[src/rtl/ser3w_regport.sv]
module ser3w_regport #(
  parameter int DW = 4
) (
  input  logic clk,
  input  logic rst_n,
  input  logic ce,
  input  logic sclk,
  input  logic sio_i,
  output logic sio_o,
  output logic sio_oe
);
  localparam int CTRL_W = 4;
  localparam int FRAME  = CTRL_W + DW;
  localparam int CNT_W  = $clog2(FRAME);
  localparam int NREG   = 1 << DW;
  localparam int RDC_W  = $clog2(DW + 1);
  localparam logic [2:0] OP_END  = 3'b000;
  localparam logic [2:0] OP_WR   = 3'b001;
  localparam logic [2:0] OP_ADDR = 3'b010;
  localparam logic [2:0] OP_RD   = 3'b101;

  logic [1:0] ce_sy, io_sy;
  logic [2:0] ck_sy;
  logic [CNT_W-1:0] cnt;
  logic [FRAME-2:0] shreg;
  logic [2:0] op;
  logic term;
  logic [DW-1:0] addr;
  logic [DW-1:0] bank [NREG];
  logic [RDC_W-1:0] rd_left;

  always_ff @(posedge clk or negedge rst_n)
    if (!rst_n) begin
      ce_sy <= '0;
      io_sy <= '0;
      ck_sy <= '0;
    end else begin
      ce_sy <= {ce_sy[0], ce};
      io_sy <= {io_sy[0], sio_i};
      ck_sy <= {ck_sy[1:0], sclk};
    end

  wire ce_s  = ce_sy[1];
  wire sio_s = io_sy[1];
  wire rise  = ck_sy[1] & ~ck_sy[2];
  wire fall  = ~ck_sy[1] & ck_sy[2];

  wire shift      = ce_s && !term && rise;
  wire ctrl_done  = shift && (cnt == CNT_W'(CTRL_W - 1));
  wire frame_done = shift && (cnt == CNT_W'(FRAME - 1));
  wire [2:0]    op_now  = {shreg[1:0], sio_s};
  wire [DW-1:0] payload = {shreg[DW-2:0], sio_s};
  wire wr_en = frame_done && (op == OP_WR);
  wire ad_en = frame_done && (op == OP_ADDR);

  always_ff @(posedge clk or negedge rst_n)
    if (!rst_n) begin
      cnt   <= '0;
      shreg <= '0;
      op    <= OP_END;
      term  <= 1'b0;
    end else if (!ce_s) begin
      cnt  <= '0;
      op   <= OP_END;
      term <= 1'b0;
    end else if (shift) begin
      shreg <= {shreg[FRAME-3:0], sio_s};
      cnt   <= (cnt == CNT_W'(FRAME - 1)) ? '0 : cnt + 1'b1;
      if (ctrl_done) begin
        op <= op_now;
        if (op_now == OP_END) term <= 1'b1;
      end
    end

  always_ff @(posedge clk or negedge rst_n)
    if (!rst_n) addr <= '0;
    else if (ad_en) addr <= payload;

  always_ff @(posedge clk or negedge rst_n)
    if (!rst_n) begin
      for (int i = 0; i < NREG; i++) bank[i] <= '0;
    end else if (wr_en) begin
      bank[addr] <= payload;
    end

  always_ff @(posedge clk or negedge rst_n)
    if (!rst_n) begin
      rd_left <= '0;
      sio_oe  <= 1'b0;
      sio_o   <= 1'b0;
    end else if (!ce_s) begin
      rd_left <= '0;
      sio_oe  <= 1'b0;
    end else begin
      if (ctrl_done && op_now == OP_RD) rd_left <= RDC_W'(DW);
      if (fall) begin
        if (rd_left != '0) begin
          sio_oe  <= 1'b1;
          sio_o   <= bank[addr][rd_left - 1'b1];
          rd_left <= rd_left - 1'b1;
        end else begin
          sio_oe <= 1'b0;
        end
      end
    end
endmodule


[config.mk]
export PLATFORM = sky130hd
export DESIGN_NAME = ser3w_regport
export DESIGN_NICKNAME = d
export VERILOG_FILES = /design/src/rtl/ser3w_regport.sv
export SDC_FILE = /design/constraint.sdc
export NUM_CORES = 1
export LEC_CHECK = 0
export CAP_MARGIN = 20
export CORE_ASPECT_RATIO = 0.75
export CORE_MARGIN = 3
export CORE_UTILIZATION = 43
export DETAILED_ROUTE_END_ITERATION = 10
export PLACE_DENSITY_LB_ADDON = 0.05
export REMOVE_ABC_BUFFERS = 1
export SLEW_MARGIN = 30
export SYNTH_ARGS = -nofsm -noshare
export SYNTH_HDL_FRONTEND = slang
export SYNTH_SLANG_ARGS = --single-unit
export TNS_END_PERCENT = 10
[constraint.sdc]
create_clock -name clk -period 2.5 [get_ports clk]
set_input_delay 0.5 -clock clk [delete_from_list [all_inputs] [get_ports clk]]
set_output_delay 0.5 -clock clk [all_outputs]
set_load 0.05 [all_outputs]
# Yosys cells after proc, flatten, opt, wreduce, memory -nomap -nowiden
# Cells that the tools add are included.
classes:
  n_addsub: 2
  n_lt_le_gt_ge: 3
  eq_ne: 9
  mux: 25
  bitwise_logic: 5
  n_reduce_logical: 15
ops:
  columns: ["op", "count"]
  rows:
  - ["bitwise mux 64 bit", 1]
  - ["two-way mux 3 bit", 10]
  - ["binary-select mux 4 bit (select 4 bit)", 1]
  - ["demux 4 bit (select 4 bit)", 1]
  - ["two-way mux 4 bit", 3]
  - ["logical AND 1 bit", 8]
  - ["two-way mux 1 bit", 8]
  - ["!= test 2 x 1 -> 1 bit, second input constant", 4]
  - ["equality test 3 x 2 -> 1 bit, second input constant", 2]
  - ["equality test 3 bit, second input constant", 2]
  - ["AND reduction 3 bit", 2]
  - [">= comparator 5 bit, second input constant", 1]
  - ["< comparator 5 x 1 -> 1 bit, second input constant", 1]
  - ["inverter 4 -> 5 bit", 1]
  - ["AND reduction 2 bit", 2]
  - ["adder 3 x 1 -> 3 bit, second input constant", 1]
  - ["equality test 3 x 1 -> 1 bit, second input constant", 1]
  - ["logical NOT 3 bit", 1]
  - ["< comparator 3 bit, second input constant", 1]
  - ["nonzero test 3 bit", 1]
  - ["subtractor 3 x 1 -> 3 bit, second input constant", 1]
  - ["bitwise AND 1 bit", 2]
  - ["binary-select mux 1 bit (select 2 bit)", 1]
  - ["inverter 1 bit", 2]
  - ["logical NOT 1 bit", 1]
totals:
  reg_bits: 90
  output_inout_bits: 2
  elab_cells: 86

# Longest topological paths before layout
depth:
  depth_word: 9
  ltp_mapped: 8
  depth_no_buf: 6

# Worst setup path before layout
# Ideal clock, no wire load.
synth_path:
  path_kind: "reg2reg"
  from: "reg cnt[0]"
  to: "reg bank[57] (netlist name)"
  setup_ns: 0.125
  arrival_ns: 1.950
  required_ns: 2.375
  path_slack_ns: 0.425
  path_stages_with_launch: 7
  synth_period_minus_slack_ns: 2.075
  path_cell_list: "dfrtp_1 -> ha_1 -> ha_1 -> nand4b_4 -> or3b_4 -> or3_4 -> mux2_4"
synth_via:
  elab_chain_len: 3
synth_rtl:
  columns: ["element", "line", "source"]
  rows:
  - ["start, declared", "24", "logic [CNT_W-1:0] cnt;"]
  - ["start signal, assigned", "68", "cnt <= (cnt == CNT_W'(FRAME - 1)) ? '0 : cnt + 1'b1;"]
  - ["equality test 3 bit", "50", "wire frame_done = shift && (cnt == CNT_W'(FRAME - 1));"]
  - ["logical AND 1 bit", "50", null]
  - ["logical AND 1 bit", "53", "wire wr_en = frame_done && (op == OP_WR);"]
  - ["end signal, assigned by index", "83", "bank[addr] <= payload;"]
  - ["end, declared", "29", "logic [DW-1:0] bank [NREG];"]
# No other way between the ends.
# A chain may end at the register's enable or synchronous reset.

# Final worst setup path
layout_path:
  from: "reg cnt[0]"
  to: "reg bank[25] (netlist name)"
# Same word-level chain as after synthesis.

==> out/results.tsv <==
metric	value	unit
synthAdderAreaFrac	1.500	%
crit_path_start_kind	flop	
ys_async_sr_fraction	100.0	%
p_seq_share	49.2	%
synth_edf_count	0	
cpMaxStageDelayCell	or3b_4	
cts.sinks	90	
layout.nets	336	
overflow	0	
synthesis.area	4170	um^2
hpwlAfterDp	6060	um
syn_avg_cell_area	13.28	um^2
ys_seq_elements	90	
final_cell_mix	dfrtp_1, mux2_2, nand2_1	
grt_pass1_wl	14640	um
leakagePower	2.226	nW
wire_per_inst	18.99	um
drcViolationCount	0	
synth-compound-area-share	4.170	%
synthDistinctLibCells	43	
start_util	45.16	%
synth_simple_gate_area_share	10.14	%
antenna_found_initial	0	
met3_usage	4.670	%
postCtsSetupRepairBufs	0	
worst_slack	242.3	ps
combPwrFrac	3.7	%
p_per_area	648.0	nW/um^2
synth_top_family_by_area	multiplexers	
crit_fanout	5	
grt_pass1_vias	2592	
cts_hold_buf	0	
status	complete, no violations	
switching_power	669.2	uW
cts_resized	0	
dp.cells	443	
pre_cts_ws	228.6	ps
worstPathArrival	2480	ps
grt_use_met1	27.67	%
die_area	10930	um^2
synthMuxAreaShare	27.69	%
rsz0062_at_grt	false	
die_x	119.7	um
root_buffer	clkbuf_16	
cts_tree	yes	
ant_nets	0	
ys_seq_area_share	54.01	%
switching_share	21.78	%
min_path_type	in -> async	
coreArea	9234	um^2
first_iter_violations	175	
cap_viol_max_count	0	
h-tree-depth	3	
antenna_cells	0	
hold_viol	0	
cts_buffer_depth	2	
critPathTopFamily	simple AND/OR/NAND/NOR gates	
crit_buf_inv	0	
finalSetupViolations	0	
path_clk_slew	60	ps
gp_congestion	0.8776	
port_buffers	6	
final_cells	459	
worstPathRequired	2730	ps
slowest_delay	450	ps
rows	30	
synthXorXnorAreaFrac	0	%
drive_above_1_share	36.86	%
yosys_warnings	0	
wirelength	8715	um
grtUsageMet2	24.01	%
worst_path_most_repeated_cell	ha_1	
dr.pass1.iters	6	
layout_commonest_cell	dfrtp_1	
slew_headroom	46.18	%
fin_skew	5.121	ps
synthCells	314	
power.share.clock	47.1	%
area_delta_synth_final	13.68	%
finalCritPeriodShare	90.31	%
vias	2476	
endpoint_kind	flop	
p_int	2.403	mW
synth_ff_type	dfrtp_1	
cts_made_buffers	9	
timing.fmax	0.4429	GHz
worst-setup-path-type	reg -> reg	
layout_min_cycle_time	2258	ps
fin_tns_setup	0	ps
grtUsageTotal	17.78	%
ios	7	
worst_pin_slew	807.3	ps
grt-busiest-layer	met1	
path_cells	ha_1 > ha_1 > nand4b_4 > or3b_4 > nor2_1 > mux2_2	
vias_per_cell	5.394	
final_max_slew_viol_count	0	
grt_max_degree	41	
clk_latency	340	ps
die_h	91.29	um
ir_drop	0.2978	mV
[final timing paths]
check	from	end	slack (ps)	cells after the start
setup / recovery	cnt[0]$_DFFE_PN0P_	bank[25]$_DFFE_PN0P_	240	6
hold / removal	rst_n	term$_DFFE_PN0P_	30	1
setup reg to reg	cnt[0]$_DFFE_PN0P_	bank[25]$_DFFE_PN0P_	240	6
hold reg to reg	ck_sy[0]$_DFF_PN0_	ck_sy[1]$_DFF_PN0_	350	0
max in group asynchronous	rst_n	bank[7]$_DFFE_PN0P_	1790	2
min in group clk	ck_sy[0]$_DFF_PN0_	ck_sy[1]$_DFF_PN0_	350	0
[cell type report]
| type | count | area [um^2] |
|---|---|---|
| tap | 128 | 160.2 |
| multi-input combinational | 199 | 1814 |
| timing repair buffer | 19 | 167.7 |
| fill | 836 | 4493 |
| clock inverter | 5 | 77.57 |
| sequential | 90 | 2252 |
| inverter | 7 | 26.28 |
| clock buffer | 11 | 242.7 |
[registers in the layout, summed over array words and instances (netlist names)]
name     cells
cnt          3
bank        64
ck_sy        3
sio_oe       1
shreg        3
io_sy        2
rd_left      3
ce_sy        2
sio_o        1
term         1
op           3
addr         4
[metal layers]
metal | vias up | wire length [um]
li1 | 1159 | -
met1 | 1274 | 4689
met2 | 32 | 3584
met3 | 11 | 321
met4 | 0 | 120
met5 | - | 0
[stage by stage]
step	cell area, um^2	hold WS (ps)	total power, mW	utilization (%)
floorplan	4093	204.4	1.558	-
global placement	4420	333.8	1.656	47.87
detailed placement	4420	339.3	1.658	47.87
CTS	4741	30.76	3.115	51.34
global route	4741	45.72	3.181	51.34
finish	4741	28.32	3.072	51.34
[power by group through the flow]
stage / clock, mW / combinational [mW] / sequential (mW)
6_report: 1.45 / 0.114 / 1.51
5_1_grt: 1.54 / 0.130 / 1.51
4_1_cts: 1.48 / 0.118 / 1.51
3_5_place_dp: 0 / 0.118 / 1.54
3_3_place_gp: 0 / 0.116 / 1.54
2_1_floorplan: 0 / 0.0209 / 1.54
[Yosys cell counts, types with 5 or more instances]
master | count | area (um^2)
nor2b_1 | 6 | 37.54
inv_1 | 7 | 26.28
mux4_2 | 11 | 247.7
nor3_1 | 5 | 25.02
mux2i_1 | 7 | 70.07
dfrtp_1 | 90 | 2252
clkbuf_1 | 14 | 52.55
nand3_1 | 6 | 30.03
mux2_2 | 69 | 777.0
nand2_1 | 25 | 93.84
nor2_1 | 18 | 67.56
ha_1 | 5 | 62.56
[worst register-to-register path, cell delays in order (launching register included)]
cell	delay, ps
dfrtp_1	370
ha_1	190
ha_1	250
nand4b_4	170
or3b_4	450
nor2_1	330
mux2_2	380
[logic make-up (layout without fill, tap and decap cells)]
kind of cell             Yosys count  in the layout
AO/OA/AOI/OAI                     24             24
adder cells (fa/ha/maj)            5              5
buffers and inverters             25             42
flip-flops                        90             90
multiplexers                      91             91
AND/OR/NAND/NOR                   79             79
Power figures use the tool's default switching activity.
